### src/rtl/mbx_pkg.sv
package mbx_pkg;
  localparam logic [7:0] OFS_CMD  = 8'h00;
  localparam logic [7:0] OFS_STAT = 8'h04;
  localparam logic [7:0] OFS_SRC  = 8'h08;
  localparam logic [7:0] OFS_DST  = 8'h0C;
  localparam logic [7:0] OFS_WBUF = 8'h80;
  localparam logic [7:0] OFS_RBUF = 8'h90;

  // command word, LSB first: opcode, ioc, reserved, id, size, reserved
  typedef struct packed {
    logic [7:0] rsv_hi;
    logic [7:0] size;
    logic [3:0] cmd_id;
    logic [2:0] rsv_lo;
    logic       ioc;
    logic [7:0] opcode;
  } cmd_t;

  // status word, LSB first: busy, error, reserved, id, initiator, code, reserved
  typedef struct packed {
    logic [7:0] rsv_hi;
    logic [7:0] err_code;
    logic [7:0] init_id;
    logic [3:0] cmd_id;
    logic [1:0] rsv_lo;
    logic       err;
    logic       busy;
  } stat_t;
endpackage

### src/rtl/mbx_buf.sv
module mbx_buf #(
  parameter int DEPTH = 4,
  parameter int W     = 32,
  localparam int IDX_W = (DEPTH > 1) ? $clog2(DEPTH) : 1
) (
  input  logic             clk,
  input  logic             we,
  input  logic [IDX_W-1:0] widx,
  input  logic [W-1:0]     wdata,
  input  logic [IDX_W-1:0] ridx,
  output logic [W-1:0]     rdata
);
  logic [W-1:0] mem [DEPTH];

  always_ff @(posedge clk) begin
    if (we) mem[widx] <= wdata;
    rdata <= mem[ridx];
  end
endmodule

### src/rtl/mbx_ctrl.sv
module mbx_ctrl
  import mbx_pkg::*;
(
  input  logic       clk,
  input  logic       rst,
  input  logic       cmd_we,
  input  logic [31:0] cmd_wdata,
  input  logic       done,
  input  logic       done_err,
  input  logic [7:0] done_code,
  input  logic [7:0] done_init,
  output cmd_t       cmd_q,
  output stat_t      stat,
  output logic       ctl_irq,
  output logic       host_irq
);
  logic       busy_q;
  logic       err_q;
  logic [7:0] code_q;
  logic [7:0] init_q;
  logic       accept;
  logic       finish;

  assign accept = cmd_we && !busy_q;
  assign finish = done && busy_q;

  always_ff @(posedge clk) begin
    if (rst) begin
      cmd_q    <= '0;
      busy_q   <= 1'b0;
      err_q    <= 1'b0;
      code_q   <= '0;
      init_q   <= '0;
      ctl_irq  <= 1'b0;
      host_irq <= 1'b0;
    end else begin
      ctl_irq  <= accept;
      host_irq <= finish && cmd_q.ioc;
      if (accept) begin
        cmd_q  <= cmd_t'(cmd_wdata);
        busy_q <= 1'b1;
        err_q  <= 1'b0;
        code_q <= '0;
      end else if (finish) begin
        busy_q <= 1'b0;
        err_q  <= done_err;
        code_q <= done_code;
        init_q <= done_init;
      end
    end
  end

  always_comb begin
    stat          = '0;
    stat.busy     = busy_q;
    stat.err      = err_q;
    stat.cmd_id   = cmd_q.cmd_id;
    stat.init_id  = init_q;
    stat.err_code = code_q;
  end

  AST_BUSY_ON_ACCEPT: assert property (@(posedge clk) disable iff (rst)
    cmd_we && !busy_q |=> busy_q && ctl_irq);
  AST_IGNORE_WHILE_BUSY: assert property (@(posedge clk) disable iff (rst)
    cmd_we && busy_q && !done |=> $stable(cmd_q) && !ctl_irq);
  AST_DONE_CLEARS: assert property (@(posedge clk) disable iff (rst)
    done && busy_q |=> !busy_q);
  AST_IDLE_DONE_NOP: assert property (@(posedge clk) disable iff (rst)
    done && !busy_q && !cmd_we |=> $stable(stat));
  AST_HIRQ_AT_END: assert property (@(posedge clk) disable iff (rst)
    host_irq |-> $fell(busy_q));
  AST_CIRQ_ONE_CYCLE: assert property (@(posedge clk) disable iff (rst)
    ctl_irq |=> !ctl_irq);
endmodule

### src/rtl/mbx_host_mailbox.sv
module mbx_host_mailbox
  import mbx_pkg::*;
#(
  parameter int ADDR_W    = 8,
  parameter int BUF_BYTES = 16,
  localparam int WORDS    = BUF_BYTES / 4,
  localparam int IDX_W    = (WORDS > 1) ? $clog2(WORDS) : 1
) (
  input  logic              clk,
  input  logic              rst,
  input  logic              h_wr,
  input  logic              h_rd,
  input  logic [ADDR_W-1:0] h_addr,
  input  logic [31:0]       h_wdata,
  output logic [31:0]       h_rdata,
  output logic              h_irq,
  output logic              c_irq,
  output logic [31:0]       c_cmd,
  output logic [31:0]       c_src_ptr,
  output logic [31:0]       c_dst_ptr,
  input  logic [IDX_W-1:0]  c_wb_idx,
  output logic [31:0]       c_wb_data,
  input  logic              c_rb_we,
  input  logic [IDX_W-1:0]  c_rb_idx,
  input  logic [31:0]       c_rb_data,
  input  logic              c_done,
  input  logic              c_err,
  input  logic [7:0]        c_err_code,
  input  logic [7:0]        c_init_id
);
  localparam int WIN_LO = IDX_W + 2;

  logic              hit_cmd, hit_stat, hit_src, hit_dst, hit_wb, hit_rb;
  logic [IDX_W-1:0]  h_idx;
  cmd_t              cmd_q;
  stat_t             stat;
  logic [31:0]       src_q, dst_q;
  logic [31:0]       reg_rd_q;
  logic              rb_sel_q;
  logic [31:0]       rb_dout;

  assign hit_cmd  = h_addr == ADDR_W'(OFS_CMD);
  assign hit_stat = h_addr == ADDR_W'(OFS_STAT);
  assign hit_src  = h_addr == ADDR_W'(OFS_SRC);
  assign hit_dst  = h_addr == ADDR_W'(OFS_DST);
  assign hit_wb   = h_addr[ADDR_W-1:WIN_LO] == OFS_WBUF[ADDR_W-1:WIN_LO];
  assign hit_rb   = h_addr[ADDR_W-1:WIN_LO] == OFS_RBUF[ADDR_W-1:WIN_LO];
  assign h_idx    = h_addr[WIN_LO-1:2];

  mbx_ctrl u_ctrl (
    .clk       (clk),
    .rst       (rst),
    .cmd_we    (h_wr && hit_cmd),
    .cmd_wdata (h_wdata),
    .done      (c_done),
    .done_err  (c_err),
    .done_code (c_err_code),
    .done_init (c_init_id),
    .cmd_q     (cmd_q),
    .stat      (stat),
    .ctl_irq   (c_irq),
    .host_irq  (h_irq)
  );

  mbx_buf #(.DEPTH(WORDS), .W(32)) u_wbuf (
    .clk   (clk),
    .we    (h_wr && hit_wb),
    .widx  (h_idx),
    .wdata (h_wdata),
    .ridx  (c_wb_idx),
    .rdata (c_wb_data)
  );

  mbx_buf #(.DEPTH(WORDS), .W(32)) u_rbuf (
    .clk   (clk),
    .we    (c_rb_we),
    .widx  (c_rb_idx),
    .wdata (c_rb_data),
    .ridx  (h_idx),
    .rdata (rb_dout)
  );

  always_ff @(posedge clk) begin
    if (rst) begin
      src_q    <= '0;
      dst_q    <= '0;
      reg_rd_q <= '0;
      rb_sel_q <= 1'b0;
    end else begin
      if (h_wr && hit_src) src_q <= h_wdata;
      if (h_wr && hit_dst) dst_q <= h_wdata;
      rb_sel_q <= h_rd && hit_rb;
      reg_rd_q <= (h_rd && hit_stat) ? 32'(stat) : '0;
    end
  end

  assign h_rdata   = rb_sel_q ? rb_dout : reg_rd_q;
  assign c_cmd     = 32'(cmd_q);
  assign c_src_ptr = src_q;
  assign c_dst_ptr = dst_q;

  AST_WO_READ_ZERO: assert property (@(posedge clk) disable iff (rst)
    h_rd && (hit_cmd || hit_src || hit_dst || hit_wb) |=> h_rdata == '0);
  AST_PTR_LOAD: assert property (@(posedge clk) disable iff (rst)
    h_wr && hit_src |=> c_src_ptr == $past(h_wdata));
endmodule

### config.mk
export PLATFORM = sky130hd
export DESIGN_NAME = mbx_host_mailbox
export DESIGN_NICKNAME = d
export VERILOG_FILES = /design/src/rtl/mbx_pkg.sv /design/src/rtl/mbx_buf.sv /design/src/rtl/mbx_ctrl.sv /design/src/rtl/mbx_host_mailbox.sv
export SDC_FILE = /design/constraint.sdc
export NUM_CORES = 1
export LEC_CHECK = 0
export BUFFER_PORTS_ARGS = -buffer_cell sky130_fd_sc_hd__buf_4
export CAP_MARGIN = 5
export CORE_UTILIZATION = 52
export CTS_CLUSTER_DIAMETER = 40
export CTS_CLUSTER_SIZE = 8
export DETAILED_ROUTE_END_ITERATION = 12
export GPL_TIMING_DRIVEN = 0
export HOLD_SLACK_MARGIN = 0.08
export PLACE_DENSITY = 0.72
export SKIP_CTS_REPAIR_TIMING = 1
export SYNTH_ARGS = -nofsm -noshare
export SYNTH_HDL_FRONTEND = slang
export SYNTH_SLANG_ARGS = --single-unit
export TNS_END_PERCENT = 1
### constraint.sdc
create_clock -name clk -period 7.4 [get_ports clk]
set_input_delay 1.48 -clock clk [delete_from_list [all_inputs] [get_ports clk]]
set_output_delay 1.48 -clock clk [all_outputs]
set_load 0.05 [all_outputs]
After elaboration in Yosys (flattened, before gate mapping)
Memories as Yosys holds them, arrays and structs flattened. A register that Yosys moved wholly into a read port is not among the register bits.
Index checks and enable logic that the tools add are counted.
{"block": "totals", "reg_bits": 149, "mem_bits_rw": 256, "inputBits": 99, "out_inout_bits": 162, "wordCells": 48, "n_memories": 2}
{"block": "op_classes", "n_eq_ne": 5, "n_mux": 7, "bitwise": 2, "reduce_logical": 15}
{"memory": "u_rbuf.mem", "words": 4, "word_bits": 32, "read_ports": 1, "rd_clocked_by_memory_dff": 1, "write_ports": 1, "line": "mbx_buf.sv:13", "source": "logic [W-1:0] mem [DEPTH];"}
{"memory": "u_wbuf.mem", "words": 4, "word_bits": 32, "read_ports": 1, "rd_clocked_by_memory_dff": 1, "write_ports": 1, "line": "mbx_buf.sv:13"}
{"operator": "$mux W32", "n": 1}
{"operator": "$eq A8 B4 Y1 const B", "n": 2}
{"operator": "$logic_and A1 B1 Y1", "n": 9}
{"operator": "$eq A4 B4 Y1 const B", "n": 2}
{"operator": "$eq A8 B3 Y1 const B", "n": 1}
{"operator": "$logic_not A8 Y1", "n": 1}
{"operator": "$mux W1", "n": 6}
{"operator": "$reduce_or A2 Y1", "n": 2}
{"operator": "$not A1 Y1", "n": 2}
{"operator": "$reduce_and A2 Y1", "n": 1}
{"operator": "$reduce_bool A2 Y1", "n": 1}
{"operator": "$logic_not A1 Y1", "n": 1}

Longest topological paths before layout
Gate-level depths: netlist of the first run.
{"block": "logic_depth", "word_depth": 5, "depth_mapped": 6, "depth_no_buf": 3}

Hierarchy
From an unflattened synthesis of the first run, not the netlist that was laid out.
{"block": "unflattened", "cells_unflattened": 1010, "hier_area_um2": 16789.9}
{"mod": "mbx_buf", "n_inst": 2, "cells_per_inst": 203, "area_each_um2": 5330.1, "seq_area_each_um2": 4484.3}
{"mod": "mbx_host_mailbox", "n_inst": 1, "cells_per_inst": 362, "area_each_um2": 3985.1, "seq_area_each_um2": 1941.9}
{"mod": "mbx_ctrl", "n_inst": 1, "cells_per_inst": 242, "area_each_um2": 2144.6, "seq_area_each_um2": 1041.0}

Worst setup path before layout of the first run
Ideal clock, no wire load.
{"block": "synth_timing", "path_kind": "input port to flip-flop", "startpoint": "input h_addr[3]", "endpoint": "memory u_wbuf.mem[2][0] (enable)", "setup_time_ps": 468, "t_arrival_ps": 4431, "required_time_ps": 6932, "path_slack_ps": 2502, "path_stages": 3, "path_buffers": 2, "cell_sequence": "buf_2 -> clkbuf_1 -> nor3b_1"}
{"item": "start: declaration", "line": "mbx_host_mailbox.sv:13", "source": "input logic [ADDR_W-1:0] h_addr,"}
{"item": "end: declaration", "line": "mbx_buf.sv:13"}
Straight into the memory's write port.

Worst setup path after layout of the first run
{"block": "layout_timing", "startpoint": "register rb_sel_q", "endpoint": "output h_rdata[15]"}
{"block": "layout_via", "elab_chain_cells": 1}
{"item": "start: declaration", "line": "mbx_host_mailbox.sv:39", "source": "logic rb_sel_q;"}
{"item": "start signal: assignment", "line": "mbx_host_mailbox.sv:92", "source": "rb_sel_q <= h_rd && hit_rb;"}
{"item": "$mux W32", "line": "mbx_host_mailbox.sv:97", "source": "assign h_rdata = rb_sel_q ? rb_dout : reg_rd_q;"}
{"item": "end: declaration", "line": "mbx_host_mailbox.sv:15", "source": "output logic [31:0] h_rdata,"}
No other way between the ends.

==> results of run 1 <==
## routing by layer
layer	vias up	track usage, %	part of all wire [%]
met5	-	0	0
met4	0	7.45	2.4
met3	58	6.76	7.7
met2	316	38.2	49
met1	4486	30.4	41
li1	4135	-	-
## through the flow
stage	setup TNS, ns	hold slack [ns]	instance area (sq um)	worst slack, ns	instances
finish	0	0.443	20900	3.73	1722
global route	0	0.467	20900	3.64	1722
global placement	-1.25	0.434	18600	-0.0411	1582
detailed placement	0	0.441	18800	3.31	1594
floorplan	0	0.429	16200	2.50	927
CTS	0	0.448	20900	3.68	1722
## cell type report
type / count / share of cell area (%)
buffer: 54 / 1.46
clock buffer: 116 / 9.45
clock inverter: 12 / 0.568
multi-input combinational: 414 / 19.8
sequential: 459 / 56.2
tap: 396 / 2.37
timing repair buffer: 271 / 10.2
## worst min-delay path by stage
stage | from | end | slack (ns) | cells past startpoint
after floorplan | u_ctrl.code_q[0] | reg_rd_q[16] | 0.43 | 1
after global placement | u_ctrl.code_q[0] | reg_rd_q[16] | 0.43 | 1
after detailed placement | u_ctrl.code_q[7] | reg_rd_q[23] | 0.44 | 1
after CTS | u_ctrl.code_q[5] | reg_rd_q[21] | 0.45 | 1
after global routing | u_ctrl.init_q[6] | reg_rd_q[14] | 0.47 | 1
final | u_ctrl.init_q[6] | reg_rd_q[14] | 0.44 | 1
## power groups by stage
stage / Sequential [mW] / Combinational, mW / Clock, mW
5_1_grt: 2.79 / 0.279 / 3.09
2_1_floorplan: 2.87 / 0.105 / 0
6_report: 2.78 / 0.263 / 2.93
3_3_place_gp: 2.83 / 0.255 / 0
4_1_cts: 2.78 / 0.267 / 2.98
3_5_place_dp: 2.83 / 0.265 / 0
## synth_stat cells (all sizes together) (2+ instances only)
cell	n	area, sq um
buf	31	219
edfxtp	256	7690
clkbuf	23	86.3
and2	33	206
mux4	64	1440
mux2	22	248
and3	2	12.5
a21oi	9	45.0
nor3	12	60.1
nand2b	130	813
nand2	21	78.8
mux2i	105	1050
dfxtp	203	4060
nor3b	2	15.0
nor2	6	22.5
## critical path, cell delays in order, from the launching register on
cell     delay (ns)
dfxtp_1        0.44
buf_1          0.56
mux2_2         0.45
buf_4          0.20
## state kept, by name (all words and copies together) (netlist names), 8 cells and up
name / count
reg_rd_q: 22
u_wbuf.mem: 128
c_src_ptr: 32
u_wbuf.rdata: 32
u_rbuf.mem: 128
u_ctrl.code_q: 8
c_dst_ptr: 32
u_ctrl.init_q: 8
u_ctrl.cmd_q: 32
u_rbuf.rdata: 32
## cells by family (layout without fill, tap and decap cells)
kind of cell | after synthesis | after routing | share of synthesized area [%]
buffers and inverters | 54 | 453 | 1.89
DFF | 459 | 459 | 72.8
AOI/OAI and AO/OA | 9 | 9 | 0.279
and+or+nand+nor | 214 | 214 | 8.11
muxes | 191 | 191 | 17.0
==> metrics.md, run 1 <==
| Metric | Value |
|---|---|
| Sequential power share | 46.6% |
| CP Capture Type | output port |
| Share of layout cells above drive strength 1 | 36.0% |
| Most frequent cells in the layout | buf_4 (264), edfxtp_1 (256), dfxtp_1 (203) |
| TritonRoute pass-1 iters | 5 |
| Status | complete, no violations |
| H-tree depth | 3 |
| Final HPWL DP | 25000 um |
| Reg2reg path depth | 5 |
| Count of nets after finishing | 1369 |
| Global route overflow | 0 |
| Worst R2R End | u_ctrl.code_q[6] |
| Drt total wl | 37000 um |
| Largest net degree at the start of global routing | 33 |
| Clock Pin Slew Worst Setup and Hold Paths | 0.05 ns |
| Initial antenna violation count | 0 |
| DRC | 0 |
| RePlAce Congestion | 0.773 |
| Avg Inst Size Synth | 17.4 sq um |
| Die H | 178 um |
| Detailed-route vias per instance | 5.22 |
| Core ar. | 0.0306 sq mm |
| CTS Buf Count | 70 |
| Final Setup Violations | 0 |
| Crit Path Max Fanout | 10 |
| Max_cap viols | 0 |
| Root Driver | clkbuf_16 |
| Commonest non-fill, non-tap cell in the layout | buf_4 |
| Final slew viol count | 0 |
| Area growth from synthesis to layout | 29.5% |
| Seq/Total Area, Yosys | 72.8% |
| Switching power total | 1.26 mW |
| First-pass GRT wire length | 54600 um |
| Die area | 0.0318 sq mm |
| Hold crit path type | reg2reg |
| DRT iter0 DRCs | 478 |
| Setup slack, reg-to-reg | 5.82 ns |
| Post-synth EDFFs | 256 |
| Power Dens Cells | 286 mW/mm^2 |
| Comb pwr share | 4.4% |
| Tmin final | 3.67 ns |
| CTS Buffer Depth | 3 |
| WL per Instance | 21.5 um |
| Worst EP arrival | 2.19 ns |
| Internal Pwr Total | 4.71 mW |
| Sw Share | 21.2% |
| Reg2reg start | u_ctrl.busy_q |
| Skew final | 0.0185 ns |
| CP required | 5.92 ns |
| Synth Register Bits | 459 |
| Final Hold Vio Count | 0 |
| Synthesized Nets | 1026 |
| Mapped Cells | 927 |
| I/O pin cnt | 261 |
| Asr flop ratio synth | 0% |
| RSZ-0062 raised after global routing | no |
| CP Launch Point | rb_sel_q |
| Clk sinks | 459 |
| Maximum clock rate | 0.272 GHz |
| Design Power | 5.98 mW |
| FF+latch area | 0.0118 sq mm |
| Worst Setup EP | h_rdata[15] |
| GRT Overall Usage | 23.5% |
| Startpoint types | flip-flop |
| Least-Margin Pin Slew | 1.02 ns |
| Post-route antenna net violation count | 0 |
| Final period util | 49.6% |
| Leakage | 8.22 nW |
| CP Class | reg2out |
| CTS tree | yes |
| Core Util, Final | 68.4% |
| FILL cells | 2105 |
| Vias in the first global route | 9350 |
| IO Port Bufs | 259 |
| Yosys cell types | 26 |
| Yosys warning count | 0 |
| Synthesized cell area | 0.0162 sq mm |
| Ys flop type | edfxtp_1 |
| Die X | 178 um |
| Slew Limit Headroom | 31.4% |
| Clock power share | 49.0% |
| Initial Utilization | 52.8% |
| Clock Latency Late Sink | 0.55 ns |
| Antenna Cells | 0 |
| Via count | 8995 |
| Area occupied by multi-input gates | 0.00414 sq mm |
| Num rows | 64 |
| Max VDD drop | 0.234 mV |
(Power assumes the default switching activity.)
==> inputs of run 2 (changes only) <==
--- a/config.mk
+++ b/config.mk
@@ -7,13 +7,13 @@
 export LEC_CHECK = 0
 export BUFFER_PORTS_ARGS = -buffer_cell sky130_fd_sc_hd__buf_4
 export CAP_MARGIN = 5
-export CORE_UTILIZATION = 52
+export CORE_UTILIZATION = 50
 export CTS_CLUSTER_DIAMETER = 40
 export CTS_CLUSTER_SIZE = 8
 export DETAILED_ROUTE_END_ITERATION = 12
 export GPL_TIMING_DRIVEN = 0
 export HOLD_SLACK_MARGIN = 0.08
-export PLACE_DENSITY = 0.72
+export PLACE_DENSITY = 0.73
 export SKIP_CTS_REPAIR_TIMING = 1
 export SYNTH_ARGS = -nofsm -noshare
 export SYNTH_HDL_FRONTEND = slang
==> constraint.sdc (replaced) <==
create_clock -name clk -period 3.3 [get_ports clk]
set_input_delay 0.66 -clock clk [delete_from_list [all_inputs] [get_ports clk]]
set_output_delay 0.66 -clock clk [all_outputs]
set_load 0.05 [all_outputs]
==> run 2 against run 1 <==
Effect of this change: final area up 0.29%; first-iteration DRC count down 1.7%; total power up 130%; sequential share of layout area down 0.16 points; count of clock-buffer cells in the layout up 4; clock skew up 0.0097 ns; combinational power up 120%.
==> metrics.md, run 2 (synthesized netlist as in run 1, its figures left out) <==
| Metric | Value |
|---|---|
| Tmin final | 2.90 ns |
| Least-Margin Pin Slew | 0.865 ns |
| Busiest grt layer | met2 |
| Crit Path Max Fanout | 10 |
| Clock Pin Slew Worst Setup and Hold Paths | 0.05 ns |
| WL per Instance | 21.5 um |
| WHS | 0.290 ns |
| Die X | 182 um |
| Final slew viol count | 0 |
| Die H | 182 um |
| H-tree depth | 3 |
| Met2 GRT Util | 38.1% |
| Final HPWL DP | 25300 um |
| GR Util met1 | 28.3% |
| Final Hold Vio Count | 0 |
| RePlAce Congestion | 0.778 |
| First-pass GRT wire length | 55700 um |
| Status | complete, no violations |
| Setup total negative slack | 0 ns |
| TritonRoute pass-1 iters | 5 |
| Final Setup Violations | 0 |
| FILL cells | 2185 |
| Initial Utilization | 51.1% |
| CP Capture Type | output port |
| Area growth from synthesis to layout | 29.9% |
| Largest net degree at the start of global routing | 33 |
| Slew Limit Headroom | 42.3% |
| Hold crit path type | in2reg |
| Sequential power share | 46.1% |
| Core ar. | 0.0316 sq mm |
| Skew final | 0.0282 ns |
| Detailed-route vias per instance | 5.22 |
| Power Dens Cells | 646 mW/mm^2 |
| Startpoint types | flip-flop |
| Commonest non-fill, non-tap cell in the layout | buf_4 |
| Most frequent cells in the layout | buf_4 (265), edfxtp_1 (256), dfxtp_1 (203) |
| CP required | 2.64 ns |
| Leakage | 8.24 nW |
| Max VDD drop | 0.478 mV |
| Share of layout cells above drive strength 1 | 36.2% |
| CTS Buf Count | 70 |
| Internal Pwr Total | 10.7 mW |
| RSZ-0062 raised after global routing | no |
| Met3 Resource Use GR | 6.42% |
| Num rows | 65 |
| Largest registers | u_rbuf.mem x128, u_wbuf.mem x128 |
| Post-route antenna net violation count | 0 |
| Max_cap viols | 0 |
| CTS Buffer Depth | 3 |
| Clk sinks | 459 |
| Global route overflow | 0 |
| Root Driver | clkbuf_16 |
| Sw Share | 20.9% |
| Clock Latency Late Sink | 0.57 ns |
| Switching power total | 2.84 mW |
| Vias in the first global route | 9558 |
| DRC | 0 |
| Final period util | 88.0% |
| Die area | 0.0330 sq mm |
| GRT Overall Usage | 22.9% |
| Count of nets after finishing | 1368 |
| Core Util, Final | 66.3% |
| IO Port Bufs | 259 |
| Clock power share | 49.6% |
| Via count | 9013 |
| DRT iter0 DRCs | 470 |
| Drt total wl | 37100 um |
| Worst EP arrival | 2.24 ns |
| Initial antenna violation count | 1 |
| Comb pwr share | 4.3% |
| Maximum clock rate | 0.344 GHz |
| CP Class | reg2out |
| I/O pin cnt | 261 |
| CTS tree | yes |
==> run 2: changes by cell type in the layout (fill, tap and decap cells not counted), moves of 2 or more <==
cell | previous run | this run
inv_4 | 2 | 0
clkinv_1 | 3 | 0
clkbuf_8 | 1 | 4
buf_6 | 17 | 14
clkinv_2 | 2 | 0
inv_16 | 3 | 1
buf_12 | 0 | 2
inv_6 | 1 | 3
==> run 2: cell type report <==
class,instances,area [sq um],area share (%)
antenna,1,2.50,0.0119
buffer,54,305,1.46
clock buffer,120,2020,9.64
clock inverter,8,131,0.626
multi-input combinational,414,4140,19.7
sequential,459,11800,56.0
tap,402,503,2.40
timing repair buffer,270,2120,10.1
==> run 2: per-stage QoR <==
stage / instances / total power, mW / setup WS [ns] / area, sq um
4_1_cts: 1727 / 13.7 / 0.369 / 21000
5_1_grt: 1727 / 14.0 / 0.325 / 21000
3_5_place_dp: 1599 / 6.94 / 0.310 / 18800
6_report: 1728 / 13.5 / 0.397 / 21000
2_1_floorplan: 927 / 6.66 / -0.540 / 16200
3_3_place_gp: 1588 / 6.92 / -2.76 / 18600
==> run 2: path summary, 6_finish.rpt <==
path               startpoint                 to  slack (ns)  depth (start not counted)
max                  rb_sel_q        h_rdata[21]        0.40                          3
min             c_rb_data[26]  u_rbuf.mem[3][26]        0.29                          1
max reg2reg     u_ctrl.busy_q   u_ctrl.code_q[6]        1.67                          5
min reg2reg  u_ctrl.init_q[5]   u_ctrl.init_q[5]        0.45                          2
==> run 2: power by group through the flow <==
stage / logic [mW] / clock network (mW) / registers, mW
2_1_floorplan: 0.236 / 0 / 6.43
3_3_place_gp: 0.570 / 0 / 6.35
3_5_place_dp: 0.592 / 0 / 6.35
4_1_cts: 0.595 / 6.82 / 6.24
5_1_grt: 0.623 / 7.08 / 6.25
6_report: 0.588 / 6.71 / 6.24
==> run 2: routing by layer <==
layer	routed length [um]	vias up
li1	-	4140
met1	15300	4465
met2	18100	329
met3	2750	79
met4	923	0
met5	0	-
==> run 2: worst max-delay path, cell delays in order, from the launching register on <==
cell and delay, ns:
dfxtp_1 0.42, buf_1 0.62, mux2_2 0.45, buf_4 0.20
